## src/rtl/ling_pkg.sv

```systemverilog
package ling_pkg;
  localparam int unsigned GRP_W = 4;

  typedef struct packed {
    logic h;  // pseudo-generate
    logic t;  // transfer
  } ling_pair_t;

  // hi spans upper bits, lo spans the lower adjacent range
  function automatic ling_pair_t ling_merge(input ling_pair_t hi, input ling_pair_t lo);
    ling_pair_t r;
    r.h = hi.h | (hi.t & lo.h);
    r.t = hi.t & lo.t;
    return r;
  endfunction
endpackage

```

## src/rtl/ling_bitstage.sv

```systemverilog
module ling_bitstage #(
  parameter int unsigned WIDTH = 64
) (
  input  logic [WIDTH-1:0] a_i,
  input  logic [WIDTH-1:0] b_i,
  output logic [WIDTH-1:0] g_o,
  output logic [WIDTH-1:0] t_o,
  output logic [WIDTH-1:0] x_o,
  output logic [WIDTH-1:0] tm1_o
);
  for (genvar i = 0; i < WIDTH; i++) begin : g_bit
    assign g_o[i] = a_i[i] & b_i[i];
    assign t_o[i] = a_i[i] | b_i[i];
    assign x_o[i] = a_i[i] ^ b_i[i];
    if (i == 0) begin : g_lsb
      assign tm1_o[i] = 1'b1;
    end else begin : g_up
      assign tm1_o[i] = t_o[i-1];
    end
  end
endmodule

```

## src/rtl/ling_group4.sv

```systemverilog
module ling_group4 (
  input  logic [3:0] g_i,
  input  logic [2:0] t_i,
  input  logic       tm1_i,
  input  logic       h_in_i,
  output logic       gh_o,
  output logic       gt_o,
  output logic [3:0] h_o
);
  // every term below is at most 4 literals
  assign h_o[0] = h_in_i;
  assign h_o[1] = g_i[0] | (tm1_i & h_in_i);
  assign h_o[2] = g_i[1] | g_i[0] | (t_i[0] & tm1_i & h_in_i);
  assign h_o[3] = g_i[2] | g_i[1] | (t_i[1] & g_i[0]) | (t_i[1] & t_i[0] & tm1_i & h_in_i);

  assign gh_o = g_i[3] | g_i[2] | (t_i[2] & g_i[1]) | (t_i[2] & t_i[1] & g_i[0]);
  assign gt_o = t_i[2] & t_i[1] & t_i[0] & tm1_i;

  always_comb begin
    for (int k = 0; k < 3; k++) begin
      // generate forces the next pseudo-carry
      a_r2_gen_sets_h: assert (!g_i[k] || h_o[k+1])
        else $error("generate without pseudo-carry at %0d", k);
    end
    // no generate in the group means no group pseudo-generate
    a_r4_quiet_group: assert (g_i != 4'b0000 || !gh_o)
      else $error("group pseudo-generate without generate");
  end
endmodule

```

## src/rtl/ling_prefix.sv

```systemverilog
module ling_prefix
  import ling_pkg::*;
#(
  parameter int unsigned NG = 16
) (
  input  logic [NG-1:0] gh_i,
  input  logic [NG-1:0] gt_i,
  input  logic          cin_i,
  output logic [NG:0]   hb_o
);
  localparam int unsigned LVL = (NG > 1) ? $clog2(NG) : 0;

  ling_pair_t [LVL:0][NG-1:0] pr;

  for (genvar k = 0; k < NG; k++) begin : g_init
    assign pr[0][k] = '{h: gh_i[k], t: gt_i[k]};
  end

  for (genvar l = 0; l < LVL; l++) begin : g_lvl
    localparam int unsigned D = 1 << l;
    for (genvar k = 0; k < NG; k++) begin : g_node
      if (k >= D) begin : g_op
        assign pr[l+1][k] = ling_merge(pr[l][k], pr[l][k-D]);
      end else begin : g_pass
        assign pr[l+1][k] = pr[l][k];
      end
    end
  end

  assign hb_o[0] = cin_i;
  for (genvar k = 0; k < NG; k++) begin : g_out
    assign hb_o[k+1] = pr[LVL][k].h | (pr[LVL][k].t & cin_i);
  end

  always_comb begin
    for (int k = 0; k < NG; k++) begin
      // a group pseudo-generate sets its upper boundary
      a_r5_group_sets_boundary: assert (!gh_i[k] || hb_o[k+1])
        else $error("boundary %0d missing pseudo-carry", k + 1);
    end
  end
endmodule

```

## src/rtl/ling_sum.sv

```systemverilog
module ling_sum #(
  parameter int unsigned WIDTH    = 64,
  parameter int unsigned SUM_MODE = 1
) (
  input  logic [WIDTH-1:0] x_i,
  input  logic [WIDTH-1:0] tm1_i,
  input  logic [WIDTH-1:0] h_i,
  input  logic             tn_i,
  input  logic             hn_i,
  output logic [WIDTH-1:0] sum_o,
  output logic             cout_o
);
  if (SUM_MODE == 1) begin : g_select
    // true carry never built: pick x or x^t(i-1) on H
    for (genvar i = 0; i < WIDTH; i++) begin : g_bit
      assign sum_o[i] = h_i[i] ? (x_i[i] ^ tm1_i[i]) : x_i[i];
    end
  end else begin : g_carry
    logic [WIDTH-1:0] c;
    assign c     = tm1_i & h_i;
    assign sum_o = x_i ^ c;
  end

  assign cout_o = tn_i & hn_i;
endmodule

```

## src/rtl/ling_adder.sv

```systemverilog
module ling_adder
  import ling_pkg::*;
#(
  parameter int unsigned WIDTH    = 64,
  parameter int unsigned SUM_MODE = 1
) (
  input  logic [WIDTH-1:0] a_i,
  input  logic [WIDTH-1:0] b_i,
  input  logic             cin_i,
  output logic [WIDTH-1:0] sum_o,
  output logic             cout_o
);
  localparam int unsigned NG = WIDTH / GRP_W;

  if ((WIDTH % GRP_W) != 0 || WIDTH == 0) begin : g_bad_width
    $error("WIDTH must be a nonzero multiple of 4");
  end

  logic [WIDTH-1:0] g, t, x, tm1, h;
  logic [NG-1:0]    gh, gt;
  logic [NG:0]      hb;

  ling_bitstage #(.WIDTH(WIDTH)) i_bits (
    .a_i  (a_i),
    .b_i  (b_i),
    .g_o  (g),
    .t_o  (t),
    .x_o  (x),
    .tm1_o(tm1)
  );

  for (genvar k = 0; k < NG; k++) begin : g_grp
    ling_group4 i_grp (
      .g_i   (g[GRP_W*k +: GRP_W]),
      .t_i   (t[GRP_W*k +: GRP_W-1]),
      .tm1_i (tm1[GRP_W*k]),
      .h_in_i(hb[k]),
      .gh_o  (gh[k]),
      .gt_o  (gt[k]),
      .h_o   (h[GRP_W*k +: GRP_W])
    );
  end

  ling_prefix #(.NG(NG)) i_prefix (
    .gh_i (gh),
    .gt_i (gt),
    .cin_i(cin_i),
    .hb_o (hb)
  );

  ling_sum #(.WIDTH(WIDTH), .SUM_MODE(SUM_MODE)) i_sum (
    .x_i   (x),
    .tm1_i (tm1),
    .h_i   (h),
    .tn_i  (t[WIDTH-1]),
    .hn_i  (hb[NG]),
    .sum_o (sum_o),
    .cout_o(cout_o)
  );

  always_comb begin
    // result against an integer sum
    a_r1_sum_matches: assert ({cout_o, sum_o} ==
        ({1'b0, a_i} + {1'b0, b_i} + {{WIDTH{1'b0}}, cin_i}))
      else $error("sum mismatch");
    // carry-out needs the top pseudo-carry
    a_r3_cout_needs_h: assert (!cout_o || hb[NG])
      else $error("carry-out without pseudo-carry");
    // top bit generate forces H(WIDTH)
    a_r2_top_gen: assert (!g[WIDTH-1] || hb[NG])
      else $error("top generate without pseudo-carry");
  end
endmodule

```

## config.mk

```make
export PLATFORM = sky130hd
export DESIGN_NAME = ling_adder
export DESIGN_NICKNAME = d
export VERILOG_FILES = /design/src/rtl/ling_pkg.sv /design/src/rtl/ling_bitstage.sv /design/src/rtl/ling_group4.sv /design/src/rtl/ling_prefix.sv /design/src/rtl/ling_sum.sv /design/src/rtl/ling_adder.sv
export SDC_FILE = /design/constraint.sdc
export NUM_CORES = 1
export LEC_CHECK = 0
export ABC_AREA = 1
export BUFFER_PORTS_ARGS = -buffer_cell sky130_fd_sc_hd__buf_2
export CELL_PAD_IN_SITES_DETAIL_PLACEMENT = 1
export CELL_PAD_IN_SITES_GLOBAL_PLACEMENT = 1
export CORE_MARGIN = 8
export CORE_UTILIZATION = 35
export DETAILED_ROUTE_END_ITERATION = 8
export PLACE_DENSITY_LB_ADDON = 0.05
export REMOVE_ABC_BUFFERS = 1
export SYNTH_ARGS = -nofsm -noshare
export SYNTH_HDL_FRONTEND = slang
export SYNTH_HIERARCHICAL = 1
export SYNTH_SLANG_ARGS = --single-unit
```

## constraint.sdc

```tcl
create_clock -name vclk -period 2.6
set_clock_uncertainty 0.2 [all_clocks]
set_input_delay 0.26 -clock vclk [all_inputs]
set_output_delay 0.26 -clock vclk [all_outputs]
set_load 0.03 [all_outputs]
```

==> results by group <==
Timing
  – Period utilisation layout: 99.8%
  – F_max: 0.386 GHz
  – Min cycle time layout: 2.59 ns
  – Slew Viols, Final: 0
  – Hold Vio Cnt, Final: 0
  – RSZ-0062 raised after global routing: yes
  – # setup viols final: 0

Synth
  – Mapped Avg Cell Area: 5.08 um2
  – Yosys warns: 6
  – Seq/Total Area, Yosys: 0%
  – Distinct cells, synth: 18
  – Mapped cell area: 6400 um2
  – Synth top area share: 25.1%
  – Gate Count Post-Synth: 1258
  – Synth area leader: nand2_1
  – Synth top area cells: nand2_1 25%, ha_1 25%, inv_1 24%, buf_4 9.5%, nand3_1 8.1%

Global routing
  – Largest net degree at the start of global routing: 11
  – Overflow after GRT: 0
  – Number of global-route vias before repair: 7823
  – Antenna violations before repair: 0
  – First-pass GRT wire length: 32.8 mm
  – Gr usage total: 16.7%

Layout
  – Finished Core Util: 57.5%
  – # clk buffers: 0
  – Number of nets in the layout: 1829
  – P&R area growth vs syn: 61.6%
  – Share of cells above drive strength 1: 49.9%
  – Commonest cells after routing, fill and taps aside: 315 x nand2_1, 265 x inv_1, 202 x buf_4, 128 x inv_2, 105 x buf_2
  – Storage element area: 0 um2
  – Leading cell type in the layout, fill and taps excluded: nand2_1
  – Multi-input logic area: 5450 um2
  – Ant. Diodes: 0
  – Fillcell total: 2515
  – Sequential cell count: 0
  – Post-Layout Cell Count: 1799

Floorplan
  – Core region area: 18000 um2
  – Die Y: 151 um
  – Initial Util: 35.6%
  – Ports: 194
  – Row count: 49
  – Die area: 22900 um2
  – Die Wd: 151 um

Worst setup path
  – Kind of end point of the critical path: output port
  – Crit. Startpoint: a_i[33]
  – Critical path arrival: 2.13 ns
  – CP Max Fanout: 4
  – CP endpoint: sum_o[63]
  – Crit Path Category: in2out
  – Crit start category: primary input
  – Crit path required time: 2.14 ns

Route
  – Antenna Nets Post-Route: 0
  – Wire length per cell: 13.0 um
  – Residual DRC: 0
  – Via-to-Cell Ratio: 4.40
  – Routed WL: 23.4 mm
  – Starting DRT DRC Count: 121
  – Vias: 7921
  – Initial DRT Pass Iterations: 4

Placed design
  – Placed Cells: 1755
  – Buffers on Ports: 194
  – Gp weighted congestion: 0.815
  – HPWL Detailed: 18.2 mm

Power
  – Peak supply drop: 0.168 mV
  – Static Leakage: 6.67 nW
  – Final Total Pwr: 2.52 mW
  – Cell Pwr Density: 244 nW/um2

Min path
  – Min-delay src: b_i[63]
  – Min-Delay Path Class: in2out

Job
  – Max-cap violations: 0

Status
  – Status: finished, final reports clean

Clock tree
  – Cts hold-fix bufs: 0
-- synth_stat cells --
| cell | count |
|---|---|
| inv_1 | 410 |
| ha_1 | 128 |
| or2_2 | 1 |
| nand3_1 | 103 |
| o21a_1 | 1 |
| nand4_1 | 17 |
| a21oi_1 | 9 |
| nand2_1 | 427 |
| and2_1 | 1 |
| buf_4 | 81 |
| nand3_2 | 3 |
| conb_1 | 1 |
| nand2_4 | 2 |
| nor2_1 | 63 |
| o21ai_0 | 3 |
| a21boi_0 | 1 |
| nand2_2 | 6 |
| nor3_1 | 1 |
-- cells by family after synthesis --
logic type	Yosys count	synth area share (%)
simple gates	624	40.2
buf+inv	491	33.6
fa+ha+maj	128	25.0
compound gates	14	1.17
other cells	1	0.0586
-- report_power, final --
group | internal (mW) | switching (mW)
Combinational | 1.06 | 1.47
Sequential | 0 | 0
Clock | 0 | 0
-- cell type report --
cell class	instances	area share, %
Multi-Input combinational cell	767	52.7
Timing Repair Buffer	393	29.2
Tap cell	229	2.77
Inverter	410	15.3
-- how the worst min path moves through the flow --
| stage | endpoint | cells past startpoint |
|---|---|---|
| finish | cout_o | 7 |
| global route | cout_o | 7 |
| CTS | cout_o | 7 |
| detailed placement | cout_o | 7 |
| global placement | cout_o | 7 |
| floorplan | sum_o[0] | 3 |
-- stage by stage --
stage	instance area, um2	setup WS, ns	hold slack (ns)	TNS [ns]
global placement	8210	-0.287	0.882	-5.87
finish	10300	0.00639	0.879	0
floorplan	5790	0.122	0.555	0
CTS	8630	-0.0187	0.886	-0.0350
global route	10300	-0.158	0.942	-2.96
detailed placement	8210	-0.391	0.887	-8.11
-- routing by layer --
layer / wire, um / vias to the layer above / global-route usage, % / share of wire, %
li1: - / 4142 / - / -
met5: 0 / - / 0 / 0
met4: 95 / 0 / 0.346 / 0.41
met3: 949 / 6 / 1.43 / 4.1
met1: 10000 / 3647 / 20.9 / 43
met2: 12400 / 126 / 31.8 / 53
-- worst max-delay path, cell delays in order --
cell and delay, ns:
buf_4 0.10, inv_1 0.04, ha_2 0.17, inv_2 0.08, nand2_2 0.08, nor2_4 0.15, nand2_2 0.08, inv_2 0.11
nand2_4 0.06, nor2_4 0.11, nand4_1 0.17, nand3_4 0.19, nand4_1 0.09, nand2_1 0.09, nand2_1 0.05, nand2_1 0.06
nand2_1 0.04, inv_1 0.06, buf_6 0.13
-- repair_timing --
item,in CTS,in global routing
endpoints found under the setup margin,47,52
buffers inserted,15,30
pin swaps,36,153
gates resized for setup,112,495
Note: power is estimated with default switching activity, not from simulation.
